**config.mk**
```make
export PLATFORM = sky130hd
export DESIGN_NAME = adc_seq_ctrl
export DESIGN_NICKNAME = d
export VERILOG_FILES = /design/src/rtl/adc_seq_pkg.sv /design/src/rtl/adc_seq_sync.sv /design/src/rtl/adc_seq_fsm.sv /design/src/rtl/adc_seq_ctrl.sv
export SDC_FILE = /design/constraint.sdc
export NUM_CORES = 1
export LEC_CHECK = 0
export CELL_PAD_IN_SITES_DETAIL_PLACEMENT = 1
export CELL_PAD_IN_SITES_GLOBAL_PLACEMENT = 2
export CORE_ASPECT_RATIO = 1.5
export CORE_MARGIN = 5
export CORE_UTILIZATION = 40
export DETAILED_ROUTE_END_ITERATION = 10
export DONT_BUFFER_PORTS = 1
export PLACE_DENSITY = 0.81
export SETUP_SLACK_MARGIN = 0.05
export SLEW_MARGIN = 20
export SYNTH_ARGS = -nofsm -noshare
export SYNTH_HDL_FRONTEND = slang
export SYNTH_SLANG_ARGS = --single-unit
```
**constraint.sdc**
```tcl
create_clock -name clk -period 7.4 [get_ports clk]
set_clock_uncertainty 0.1 [all_clocks]
set_input_delay 1.11 -clock clk [delete_from_list [all_inputs] [get_ports clk]]
set_output_delay 1.11 -clock clk [all_outputs]
set_load 0.01 [all_outputs]
```
**src/rtl/adc_seq_pkg.sv**
```systemverilog
package adc_seq_pkg;

    typedef enum logic [3:0] {
        ST_IDLE,
        ST_RST,
        ST_CS1,
        ST_ACQ,
        ST_CS2,
        ST_CONV,
        ST_GAP,
        ST_READ,
        ST_COOL
    } seq_state_e;

    // Round a time in ns up to whole clock cycles; never less than one cycle.
    function automatic int unsigned ns_to_cyc(input int unsigned ns, input int unsigned mhz);
        int unsigned t;
        t = (ns * mhz + 999) / 1000;
        if (t < 1) t = 1;
        return t;
    endfunction

    function automatic int unsigned max2(input int unsigned a, input int unsigned b);
        return (a > b) ? a : b;
    endfunction

endpackage

```
**src/rtl/adc_seq_sync.sv**
```systemverilog
module adc_seq_sync #(
    parameter int unsigned STAGES = 2
) (
    input  logic clk,
    input  logic rst_n,
    input  logic din,
    output logic fall
);
    localparam int unsigned W = STAGES + 1;

    logic [W-1:0] sh_d, sh_q;

    always_comb begin
        sh_d = {sh_q[W-2:0], din};
    end

    always_ff @(posedge clk) begin
        if (!rst_n) sh_q <= '1;
        else        sh_q <= sh_d;
    end

    // Oldest stage still high, synchronized level now low.
    assign fall = sh_q[W-1] & ~sh_q[W-2];

endmodule

```
**src/rtl/adc_seq_fsm.sv**
```systemverilog
module adc_seq_fsm
    import adc_seq_pkg::*;
#(
    parameter int unsigned DATA_W      = 16,
    parameter int unsigned CNT_W       = 8,
    parameter int unsigned CS_LOW_CYC  = 2,
    parameter int unsigned CS_HIGH_CYC = 2,
    parameter int unsigned ACQ_CYC     = 10,
    parameter int unsigned WAKE_CYC    = 50,
    parameter int unsigned TMO_CYC     = 100,
    parameter int unsigned DV_CYC      = 2,
    parameter int unsigned RST_CYC     = 4
) (
    input  logic              clk,
    input  logic              rst_n,
    input  logic              sample_req,
    input  logic              shutdown_sel,
    input  logic              reset_cmd,
    input  logic              eoc_fall,
    input  logic [DATA_W-1:0] bus_data,
    output logic              busy,
    output logic              result_valid,
    output logic [DATA_W-1:0] result_data,
    output logic              eoc_timeout,
    output logic              cs_n,
    output logic              rc,
    output logic              conv_rst
);
    localparam logic [CNT_W-1:0] LD_CS_LOW  = CNT_W'(CS_LOW_CYC - 1);
    localparam logic [CNT_W-1:0] LD_CS_HIGH = CNT_W'(CS_HIGH_CYC - 1);
    localparam logic [CNT_W-1:0] LD_ACQ     = CNT_W'(ACQ_CYC - 1);
    localparam logic [CNT_W-1:0] LD_WAKE    = CNT_W'(WAKE_CYC - 1);
    localparam logic [CNT_W-1:0] LD_TMO     = CNT_W'(TMO_CYC - 1);
    localparam logic [CNT_W-1:0] LD_DV      = CNT_W'(DV_CYC - 1);
    localparam logic [CNT_W-1:0] LD_RST     = CNT_W'(RST_CYC - 1);

    typedef struct packed {
        seq_state_e        state;
        logic [CNT_W-1:0]  cnt;
        logic              shut;     // reference is off, wake wait needed
        logic              mode;     // power mode chosen for this conversion
        logic              eoc_hit;  // end-of-conversion seen early
        logic              cs_n;
        logic              rc;
        logic              rst_out;
        logic              valid;
        logic              err;
        logic [DATA_W-1:0] data;
    } seq_regs_t;

    seq_regs_t st_d, st_q;
    logic      cnt_done;

    assign cnt_done = (st_q.cnt == '0);

    always_comb begin
        st_d       = st_q;
        st_d.valid = 1'b0;
        if (!cnt_done) st_d.cnt = st_q.cnt - CNT_W'(1);

        unique case (st_q.state)
            ST_IDLE: begin
                if (reset_cmd) begin
                    st_d.state   = ST_RST;
                    st_d.cnt     = LD_RST;
                    st_d.rst_out = 1'b1;
                    st_d.shut    = 1'b1;
                end else if (sample_req) begin
                    st_d.state = ST_CS1;
                    st_d.cnt   = LD_CS_LOW;
                    st_d.cs_n  = 1'b0;
                    st_d.rc    = 1'b0;
                    st_d.mode  = shutdown_sel;
                    st_d.err   = 1'b0;
                end
            end
            ST_RST: begin
                if (cnt_done) begin
                    st_d.state   = ST_COOL;
                    st_d.cnt     = LD_CS_HIGH;
                    st_d.rst_out = 1'b0;
                end
            end
            ST_CS1: begin
                if (cnt_done) begin
                    st_d.state = ST_ACQ;
                    st_d.cs_n  = 1'b1;
                    st_d.cnt   = st_q.shut ? LD_WAKE : LD_ACQ;
                end
            end
            ST_ACQ: begin
                if (cnt_done) begin
                    st_d.state   = ST_CS2;
                    st_d.cnt     = LD_CS_LOW;
                    st_d.cs_n    = 1'b0;
                    st_d.rc      = st_q.mode;
                    st_d.eoc_hit = 1'b0;
                end
            end
            ST_CS2: begin
                if (eoc_fall) st_d.eoc_hit = 1'b1;
                if (cnt_done) begin
                    st_d.state = ST_CONV;
                    st_d.cnt   = LD_TMO;
                    st_d.cs_n  = 1'b1;
                    st_d.rc    = 1'b0;
                    st_d.shut  = st_q.mode;
                end
            end
            ST_CONV: begin
                if (eoc_fall || st_q.eoc_hit) begin
                    st_d.state   = ST_GAP;
                    st_d.cnt     = LD_CS_HIGH;
                    st_d.eoc_hit = 1'b0;
                end else if (cnt_done) begin
                    st_d.state = ST_COOL;
                    st_d.cnt   = LD_CS_HIGH;
                    st_d.err   = 1'b1;
                    st_d.shut  = 1'b1;
                end
            end
            ST_GAP: begin
                if (cnt_done) begin
                    st_d.state = ST_READ;
                    st_d.cnt   = LD_DV;
                    st_d.cs_n  = 1'b0;
                    st_d.rc    = 1'b1;
                end
            end
            ST_READ: begin
                if (cnt_done) begin
                    st_d.state = ST_COOL;
                    st_d.cnt   = LD_CS_HIGH;
                    st_d.cs_n  = 1'b1;
                    st_d.rc    = 1'b0;
                    st_d.data  = bus_data;
                    st_d.valid = 1'b1;
                end
            end
            ST_COOL: begin
                if (cnt_done) st_d.state = ST_IDLE;
            end
            default: begin
                st_d.state = ST_IDLE;
                st_d.cs_n  = 1'b1;
                st_d.rc    = 1'b0;
            end
        endcase
    end

    always_ff @(posedge clk) begin
        if (!rst_n) begin
            st_q.state   <= ST_IDLE;
            st_q.cnt     <= '0;
            st_q.shut    <= 1'b1;
            st_q.mode    <= 1'b0;
            st_q.eoc_hit <= 1'b0;
            st_q.cs_n    <= 1'b1;
            st_q.rc      <= 1'b0;
            st_q.rst_out <= 1'b0;
            st_q.valid   <= 1'b0;
            st_q.err     <= 1'b0;
            st_q.data    <= '0;
        end else begin
            st_q <= st_d;
        end
    end

    assign busy         = (st_q.state != ST_IDLE);
    assign result_valid = st_q.valid;
    assign result_data  = st_q.data;
    assign eoc_timeout  = st_q.err;
    assign cs_n         = st_q.cs_n;
    assign rc           = st_q.rc;
    assign conv_rst     = st_q.rst_out;

endmodule

```
**src/rtl/adc_seq_ctrl.sv**
```systemverilog
module adc_seq_ctrl
    import adc_seq_pkg::*;
#(
    parameter int unsigned DATA_W      = 16,
    parameter int unsigned CLK_MHZ     = 50,
    parameter int unsigned CS_LOW_NS   = 40,
    parameter int unsigned CS_HIGH_NS  = 40,
    parameter int unsigned ACQ_NS      = 1100,
    parameter int unsigned WAKE_US     = 12000,
    parameter int unsigned EOC_TMO_NS  = 10000,
    parameter int unsigned DV_NS       = 60,
    parameter int unsigned RST_NS      = 100,
    parameter int unsigned SYNC_STAGES = 2
) (
    input  logic              clk,
    input  logic              rst_n,
    input  logic              sample_req,
    input  logic              shutdown_sel,
    input  logic              reset_cmd,
    output logic              busy,
    output logic              result_valid,
    output logic [DATA_W-1:0] result_data,
    output logic              eoc_timeout,
    output logic              adc_cs_n,
    output logic              adc_rc,
    output logic              adc_reset,
    input  logic              adc_eoc_n,
    input  logic [DATA_W-1:0] adc_data
);
    localparam int unsigned CS_LOW_CYC  = ns_to_cyc(CS_LOW_NS, CLK_MHZ);
    localparam int unsigned CS_HIGH_CYC = ns_to_cyc(CS_HIGH_NS, CLK_MHZ);
    localparam int unsigned ACQ_RAW     = ns_to_cyc(ACQ_NS, CLK_MHZ);
    localparam int unsigned ACQ_CYC     = max2(ACQ_RAW, CS_HIGH_CYC);
    localparam int unsigned WAKE_CYC    = max2(WAKE_US * CLK_MHZ, ACQ_CYC);
    localparam int unsigned TMO_CYC     = ns_to_cyc(EOC_TMO_NS, CLK_MHZ);
    localparam int unsigned DV_CYC      = ns_to_cyc(DV_NS, CLK_MHZ);
    localparam int unsigned RST_CYC     = ns_to_cyc(RST_NS, CLK_MHZ);
    localparam int unsigned CNT_MAX     = max2(max2(WAKE_CYC, TMO_CYC),
                                               max2(max2(CS_LOW_CYC, DV_CYC), RST_CYC));
    localparam int unsigned CNT_W       = $clog2(CNT_MAX + 1);

    logic eoc_fall;

    adc_seq_sync #(
        .STAGES (SYNC_STAGES)
    ) u_eoc_sync (
        .clk   (clk),
        .rst_n (rst_n),
        .din   (adc_eoc_n),
        .fall  (eoc_fall)
    );

    adc_seq_fsm #(
        .DATA_W      (DATA_W),
        .CNT_W       (CNT_W),
        .CS_LOW_CYC  (CS_LOW_CYC),
        .CS_HIGH_CYC (CS_HIGH_CYC),
        .ACQ_CYC     (ACQ_CYC),
        .WAKE_CYC    (WAKE_CYC),
        .TMO_CYC     (TMO_CYC),
        .DV_CYC      (DV_CYC),
        .RST_CYC     (RST_CYC)
    ) u_fsm (
        .clk          (clk),
        .rst_n        (rst_n),
        .sample_req   (sample_req),
        .shutdown_sel (shutdown_sel),
        .reset_cmd    (reset_cmd),
        .eoc_fall     (eoc_fall),
        .bus_data     (adc_data),
        .busy         (busy),
        .result_valid (result_valid),
        .result_data  (result_data),
        .eoc_timeout  (eoc_timeout),
        .cs_n         (adc_cs_n),
        .rc           (adc_rc),
        .conv_rst     (adc_reset)
    );

endmodule

```
==> results of run 1 <==
==> stage by stage <==
step	utilization [%]	instance area, um2
global placement	39.9	2730
CTS	41.0	2810
global route	41.0	2810
floorplan	-	2820
detailed placement	39.9	2730
finish	41.0	2810
==> flip-flops by register name (all words and copies together), names as in the netlist <==
register and cells:
u_fsm.st_q 27, u_eoc_sync.sh_q 3, u_fsm.conv_rst 1, u_fsm.result_valid 1
u_fsm.cs_n 1, u_fsm.eoc_timeout 1, u_fsm.rc 1, u_fsm.result_data 16
==> report_power, final <==
part           switching, mW  leakage, nW  internal (mW)
Clock                 0.0903       0.0361         0.0630
Sequential            0.0885        0.415          0.329
Combinational          0.477        0.543          0.269
Total                  0.656        0.994          0.661
==> worst max-delay path by stage <==
stage | start | end | slack, ns
CTS | u_fsm.st_q[24] | u_fsm.st_q[24] | 4.22
finish | u_fsm.st_q[24] | u_fsm.st_q[24] | 4.17
detailed placement | u_fsm.st_q[24] | u_fsm.st_q[24] | 4.27
floorplan | u_fsm.st_q[24] | u_fsm.st_q[24] | 4.88
global placement | u_fsm.st_q[24] | u_fsm.st_q[24] | 4.39
global route | u_fsm.st_q[24] | u_fsm.st_q[24] | 3.87
==> cells by family after synthesis <==
| group | Yosys count |
|---|---|
| XOR/XNOR | 9 |
| AO/OA/AOI/OAI | 77 |
| buffers and inverters | 43 |
| AND/OR/NAND/NOR | 139 |
| flip-flops | 51 |
| multiplexers | 17 |
| adder cells (fa/ha/maj) | 4 |
==> cell type report <==
cell class / instances / area [um2] / area share [%]
flip-flops and latches: 51 / 1020 / 36.4
well taps: 78 / 97.6 / 3.48
clock inverters: 1 / 7.51 / 0.267
multi-input cells: 246 / 1560 / 55.6
repair buffers: 2 / 15.0 / 0.535
inverters: 10 / 37.5 / 1.34
clock buffers: 5 / 68.8 / 2.45
==> worst max-delay path: stages, from the launching register on <==
cell     delay (ns)
dfxtp_1        0.36
inv_1          0.11
ha_1           0.17
nor4b_4        0.36
and4_1         0.42
nand2_1        0.51
ha_1           0.42
a31oi_1        0.18
o21ai_0        0.13
o31ai_1        0.26
nand2_1        0.08
==> layout by cell type, fill, tap and decap left out, types with 3 or more instances in the layout <==
master / n
dfxtp_1: 51
nor2_1: 45
nor3_1: 21
a21oi_1: 20
o21ai_0: 20
nand2_1: 19
mux2i_1: 17
inv_1: 10
nand3_1: 9
a211oi_1: 8
nand4_1: 6
xor2_1: 6
and3_1: 5
clkbuf_8: 5
nor2b_1: 4
o211ai_1: 4
a31oi_1: 4
nand2b_1: 4
nor4_1: 4
ha_1: 4
nor3_2: 3
o311a_1: 3
xnor2_1: 3
o31ai_1: 3
==> layer usage <==
layer | wire length (um) | GRT usage (%) | vias up
met4 | 212 | 6.18 | 0
li1 | - | - | 1165
met5 | 0 | 0 | -
met1 | 3210 | 21.0 | 1202
met3 | 238 | 3.18 | 14
met2 | 4200 | 33.8 | 43
==> run summary, run 1 <==
Least-Margin Pin Slew - 1.03 ns
Syn Nets - 366
CTS buffer count - 5
Simple-gate share of the synthesized area - 27.0%
Clk pin slew, worst setup/hold paths - 0.09 ns
Area grow syn2layout - -0.400%
Starting Density - 41.1%
Die W - 78.5 um
CP required - 7.49 ns
Complex-gate fraction of the synthesized area - 17.7%
Library cells used by synthesis - 54
Setup-failing EPs final - 0
Run status - completed
Largest family of logic cells by synthesized area - simple AND/OR/NAND/NOR gates
Worst R2R Start - u_fsm.st_q[24]
Total Wirelength - 7860 um
Pins Over Slew Limit - 0
Syn avg cell area - 8.29 um2
GPL Wtd Cong - 0.852
TritonCTS clock tree - built
RSZ-0062 raised after global routing - no
Largest cells by area after synthesis - dfxtp_1 36%, mux2i_1 6.0%, nor2_1 6.0%, buf_4 4.3%, nor3_1 3.7%
Pwr per Cell Area - 469 nW/um2
DP Worst Slack - 4.27 ns
Post-synthesis cell count - 340
Commonest cells in the synthesized netlist - 51 x dfxtp_1, 45 x nor2_1, 21 x nor3_1, 20 x a21oi_1, 20 x o21ai_0
Critical path peak fanout - 22
R2r endpoint - u_fsm.st_q[24]
Post-synthesis adder-cell area fraction - 1.78%
Nets@finish - 342
Gr ovfl total - 0
Yosys reg bits - 51
Hold Path End - u_eoc_sync.sh_q[1]
Post-synthesis mux area share - 6.04%
Cts hold-fix bufs - 0
Leak - 0.994 nW
Floorplan core area - 6850 um2
Ant. Diodes - 0
Row count - 37
Area leader, netlist - dfxtp_1
Post-synth ARST share - 0%
Hold Path Class - reg2reg
Non-Filler Instances - 393
Port bufs - 0
Largest net degree at the start of global routing - 31
Most used flip-flop cell after synthesis - dfxtp_1
Mapped Area - 2820 um2
Final worst slack - 4.17 ns
FF-to-FF setup slack - 4.17 ns
Clk root buf - clkbuf_8
Max-slew headroom - 31.3%
Count leader, synth - dfxtp_1
DR vias/cell - 6.17
Fin crit period - 3.23 ns
Vias in the first global route - 2496
Worst-Skew Late Latency - 0.30 ns
FILL cells - 840
WL per Instance - 20.0 um
Detailed-route via count - 2424
Clock H-tree levels - 2
Sequential fraction of the synthesis area - 36.2%
Placed Cells - 387
DR pass1 iterations - 4
Max-cap violations - 0
XOR/XNOR Fraction of Synth Area - 2.80%
Final hold vios - 0
Starting DRC count in detailed routing - 136
Synth warnings - 0
Initial antenna violation count - 0
GRT Total Usage - 18.4%
Share of layout cells above drive strength 1 - 7.30%
DR DRC count - 0
Chip Height - 113 um
Clk sink count - 51
Io pins - 44
Die area - 8860 um2
Hold WS - 0.316 ns
Maximum vdd ir drop - 0.160 mV
Synth top area share - 36.2%
Pwr Total - 1.32 mW
Dpl hpwl - 5800 um
Setup CP Type - reg2reg
FMAX - 310 MHz
Hold Crit Depth - 1
Final worst path period share - 43.6%
Critical path endpoint category - flip-flop
Post-DRT Antenna Nets - 0
EDFF count, synth - 0
Number of cells on the worst reg-to-reg path - 10
Min-Delay Startpoint - u_eoc_sync.sh_q[0]
Worst-case clock buffer depth - 2
Setup bufs post-CTS - 0
Global-route wire length before repair - 13000 um
Nature of the critical path startpoint - flip-flop
Post-route setup TNS - 0 ns
Worst EP arrival - 3.32 ns
PostCTS Resize Cnt - 0
Power figures use the tool's default switching activity.
==> inputs of run 2 (changes only) <==
--- a/config.mk
+++ b/config.mk
@@ -5,14 +5,15 @@
 export SDC_FILE = /design/constraint.sdc
 export NUM_CORES = 1
 export LEC_CHECK = 0
+export ABC_AREA = 1
 export CELL_PAD_IN_SITES_DETAIL_PLACEMENT = 1
 export CELL_PAD_IN_SITES_GLOBAL_PLACEMENT = 2
 export CORE_ASPECT_RATIO = 1.5
 export CORE_MARGIN = 5
-export CORE_UTILIZATION = 40
+export CORE_UTILIZATION = 35
 export DETAILED_ROUTE_END_ITERATION = 10
 export DONT_BUFFER_PORTS = 1
-export PLACE_DENSITY = 0.81
+export PLACE_DENSITY = 0.78
 export SETUP_SLACK_MARGIN = 0.05
 export SLEW_MARGIN = 20
 export SYNTH_ARGS = -nofsm -noshare
==> constraint.sdc (replaced) <==
create_clock -name clk -period 3.1 [get_ports clk]
set_clock_uncertainty 0.1 [all_clocks]
set_input_delay 0.465 -clock clk [delete_from_list [all_inputs] [get_ports clk]]
set_output_delay 0.465 -clock clk [all_outputs]
set_load 0.01 [all_outputs]
==> run summary, run 2 <==
Run status - completed
Hold Path Class - in2reg
Clock H-tree levels - 2 (unchanged)
Post-synth ARST share - 0% (unchanged)
Flop pwr share - 23.3% (-8.4 points)
Fin crit period - 2.53 ns (-0.698 ns)
Detailed-route via count - 2763 (+14%)
Switch share - 50.7% (+0.86 points)
Final worst path period share - 81.6% (+38 points)
Clk root buf - clkbuf_16
Syn avg cell area - 6.70 um2 (-19%)
Mapped Area - 2990 um2 (+6.0%)
Worst-Skew Late Latency - 0.30 ns (about the same)
Maximum vdd ir drop - 0.502 mV (+210%)
Syn Nets - 472 (+29%)
Largest cells by area after synthesis - dfxtp_1 34%, nor2_1 11%, nand2_1 9.5%, o21ai_0 5.7%, inv_1 4.8%
Post-DRT Antenna Nets - 0 (unchanged)
CP top delay family - simple AND/OR/NAND/NOR gates
EDFF count, synth - 0 (unchanged)
Die area - 10500 um2 (+19%)
Nets@finish - 452 (+32%)
Non-Filler Instances - 534 (+36%)
Worst-case clock buffer depth - 2 (unchanged)
Sequential fraction of the synthesis area - 34.2% (-2.0 points)
Dpl hpwl - 7130 um (+23%)
Most used flip-flop cell after synthesis - dfxtp_1
Yosys reg bits - 51 (unchanged)
Commonest non-fill, non-tap cells in the layout - 88 x nor2_1, 76 x nand2_1, 51 x dfxtp_1
DR vias/cell - 5.17 (-16%)
Setup CP Type - reg2reg
Gr ovfl total - 0 (unchanged)
Hold WS - 0.144 ns (-0.172 ns)
Max-cap violations - 0 (unchanged)
Floorplan core area - 8360 um2 (+22%)
Io pins - 44 (unchanged)
Commonest cells in the synthesized netlist - 88 x nor2_1, 76 x nand2_1, 51 x dfxtp_1, 38 x inv_1, 34 x o21ai_0
P_sw - 2.03 mW (+210%)
RSZ-0062 raised after global routing - no
Setup-failing EPs final - 0 (unchanged)
Clock power share - 16.4% (+4.8 points)
Global-route wire length before repair - 14600 um (+13%)
Ant. Diodes - 0 (unchanged)
Starting Density - 35.7% (-5.4 points)
Post-synthesis cell count - 446 (+31%)
Critical path endpoint category - flip-flop
PostCTS Resize Cnt - 0 (unchanged)
Synth warnings - 0 (unchanged)
Critical path peak fanout - 26 (+18%)
Port bufs - 0 (unchanged)
Total Wirelength - 8960 um (+14%)
CTS buffer count - 5 (unchanged)
Share of layout cells above drive strength 1 - 9.37% (+2.1 points)
Internal power - 1.98 mW (+200%)
Leak - 1.43 nW (+44%)
Crit path largest cell delay - 0.32 ns (-0.19 ns)
Crit path buf inv count - 2 (+1)
Combinational share of power - 60.3% (+3.6 points)
Setup bufs post-CTS - 0 (unchanged)
Row count - 41 (+11%)
Vias in the first global route - 2943 (+18%)
DR pass1 iterations - 4 (unchanged)
Cts hold-fix bufs - 0 (unchanged)
Post-route setup TNS - 0 ns (unchanged)
Largest register by flop count - u_fsm.st_q
Max-slew headroom - 63.0% (+32 points)
Starting DRC count in detailed routing - 95 (-30%)
Worst-path cell chain - inv_1, ha_1, nand2_1, nor2_1, nand3_4, buf_4, ha_1, o211ai_1, nor3_1, a21oi_1
Pwr per Cell Area - 1290 nW/um2 (+170%)
Max reg flops - 27 (unchanged)
Placed Cells - 526 (+36%)
Pins Over Slew Limit - 0 (unchanged)
Area grow syn2layout - 4.36%
CP max stage cell - dfxtp_1
CP most frequent cell - ha_1
WL per Instance - 16.8 um (-16%)
Nature of the critical path startpoint - flip-flop
Commonest non-fill, non-tap cell in the layout - nor2_1
Final hold vios - 0 (unchanged)
GRT Total Usage - 17.9% (-0.47 points)
Count leader, synth - nor2_1
Clk sink count - 51 (unchanged)
Final core utilization - 37.3% (-3.7 points)
Worst EP arrival - 2.61 ns (-0.71 ns)
Clk pin slew, worst setup/hold paths - 0.07 ns (-0.02 ns)
Library cells used by synthesis - 38 (-30%)
FMAX - 396 MHz (+28%)
Largest net degree at the start of global routing - 36 (+16%)
Pwr Total - 4.01 mW (+200%)
Chip Height - 123 um (+9.2%)
Initial antenna violation count - 0 (unchanged)
Least-Margin Pin Slew - 0.554 ns (-0.476 ns)
Area leader, netlist - dfxtp_1
Die W - 85.4 um (+8.8%)
Synth top area share - 34.2% (-2.0 points)
GPL Wtd Cong - 0.831 (-2.4%)
CP required - 3.19 ns (-4.30 ns)
DR DRC count - 0 (unchanged)
TritonCTS clock tree - built
-- run 2: cell count changes after synthesis, moves of 11 or more --
cell	delta
inv_1	+28
mux2i_1	-17
nand2_1	+57
nand3_1	+12
nor2_1	+43
nor3_1	-11
o21ai_0	+14
-- run 2: area by class of cell --
cell class,count,area (um2)
flip-flops and latches,51,1020
well taps,107,134
multi-input cells,325,1630
clock inverters,3,47.5
inverters,42,158
clock buffers,5,125
repair buffers,1,7.51
fillers,1092,5240
-- run 2: worst register-to-register path: stages (launching register included) --
cell and delay [ns]:
dfxtp_1 0.32, inv_1 0.15, ha_1 0.22, nand2_1 0.07, nor2_1 0.21, nand3_4 0.33, buf_4 0.31, ha_1 0.31
o211ai_1 0.11, nor3_1 0.22, a21oi_1 0.09
-- run 2: path summary, 6_finish.rpt --
path	slack, ns	cells past startpoint	to	from
max	0.57	10	u_fsm.st_q[24]	u_fsm.st_q[24]
min	0.14	1	u_eoc_sync.sh_q[2]	rst_n
max reg2reg	0.57	10	u_fsm.st_q[24]	u_fsm.st_q[24]
min reg2reg	0.32	2	u_eoc_sync.sh_q[2]	u_eoc_sync.sh_q[1]
-- run 2: per-stage QoR --
| step | cell area, um2 | worst slack (ns) |
|---|---|---|
| global route | 3120 | 0.343 |
| floorplan | 2990 | 0.993 |
| CTS | 3120 | 0.586 |
| detailed placement | 2950 | 0.607 |
| global placement | 2950 | 0.714 |
| finish | 3120 | 0.572 |
-- run 2: power by group through the flow --
stage | Combinational (mW) | Clock [mW] | Sequential (mW)
6_report | 2.41 | 0.657 | 0.935
5_1_grt | 2.72 | 0.703 | 0.957
4_1_cts | 2.44 | 0.677 | 0.936
3_5_place_dp | 2.43 | 0 | 0.951
3_3_place_gp | 2.39 | 0 | 0.949
2_1_floorplan | 1.90 | 0 | 0.903
-- run 2: metal layers --
metal / wire, um / track usage [%]
met5: 0 / 0
met3: 311 / 3.53
met1: 3370 / 17.0
met2: 4860 / 35.3
met4: 416 / 9.60
-- run 2: logic make-up (layout without fill, tap and decap cells) --
| kind of cell | Yosys count | after routing | synth area share, % |
|---|---|---|---|
| simple gates | 241 | 241 | 37.7 |
| compound gates | 73 | 73 | 12.9 |
| xor+xnor | 7 | 7 | 2.05 |
| flops | 51 | 51 | 34.2 |
| buf+inv | 70 | 51 | 11.4 |
| fa+ha+maj | 4 | 4 | 1.68 |
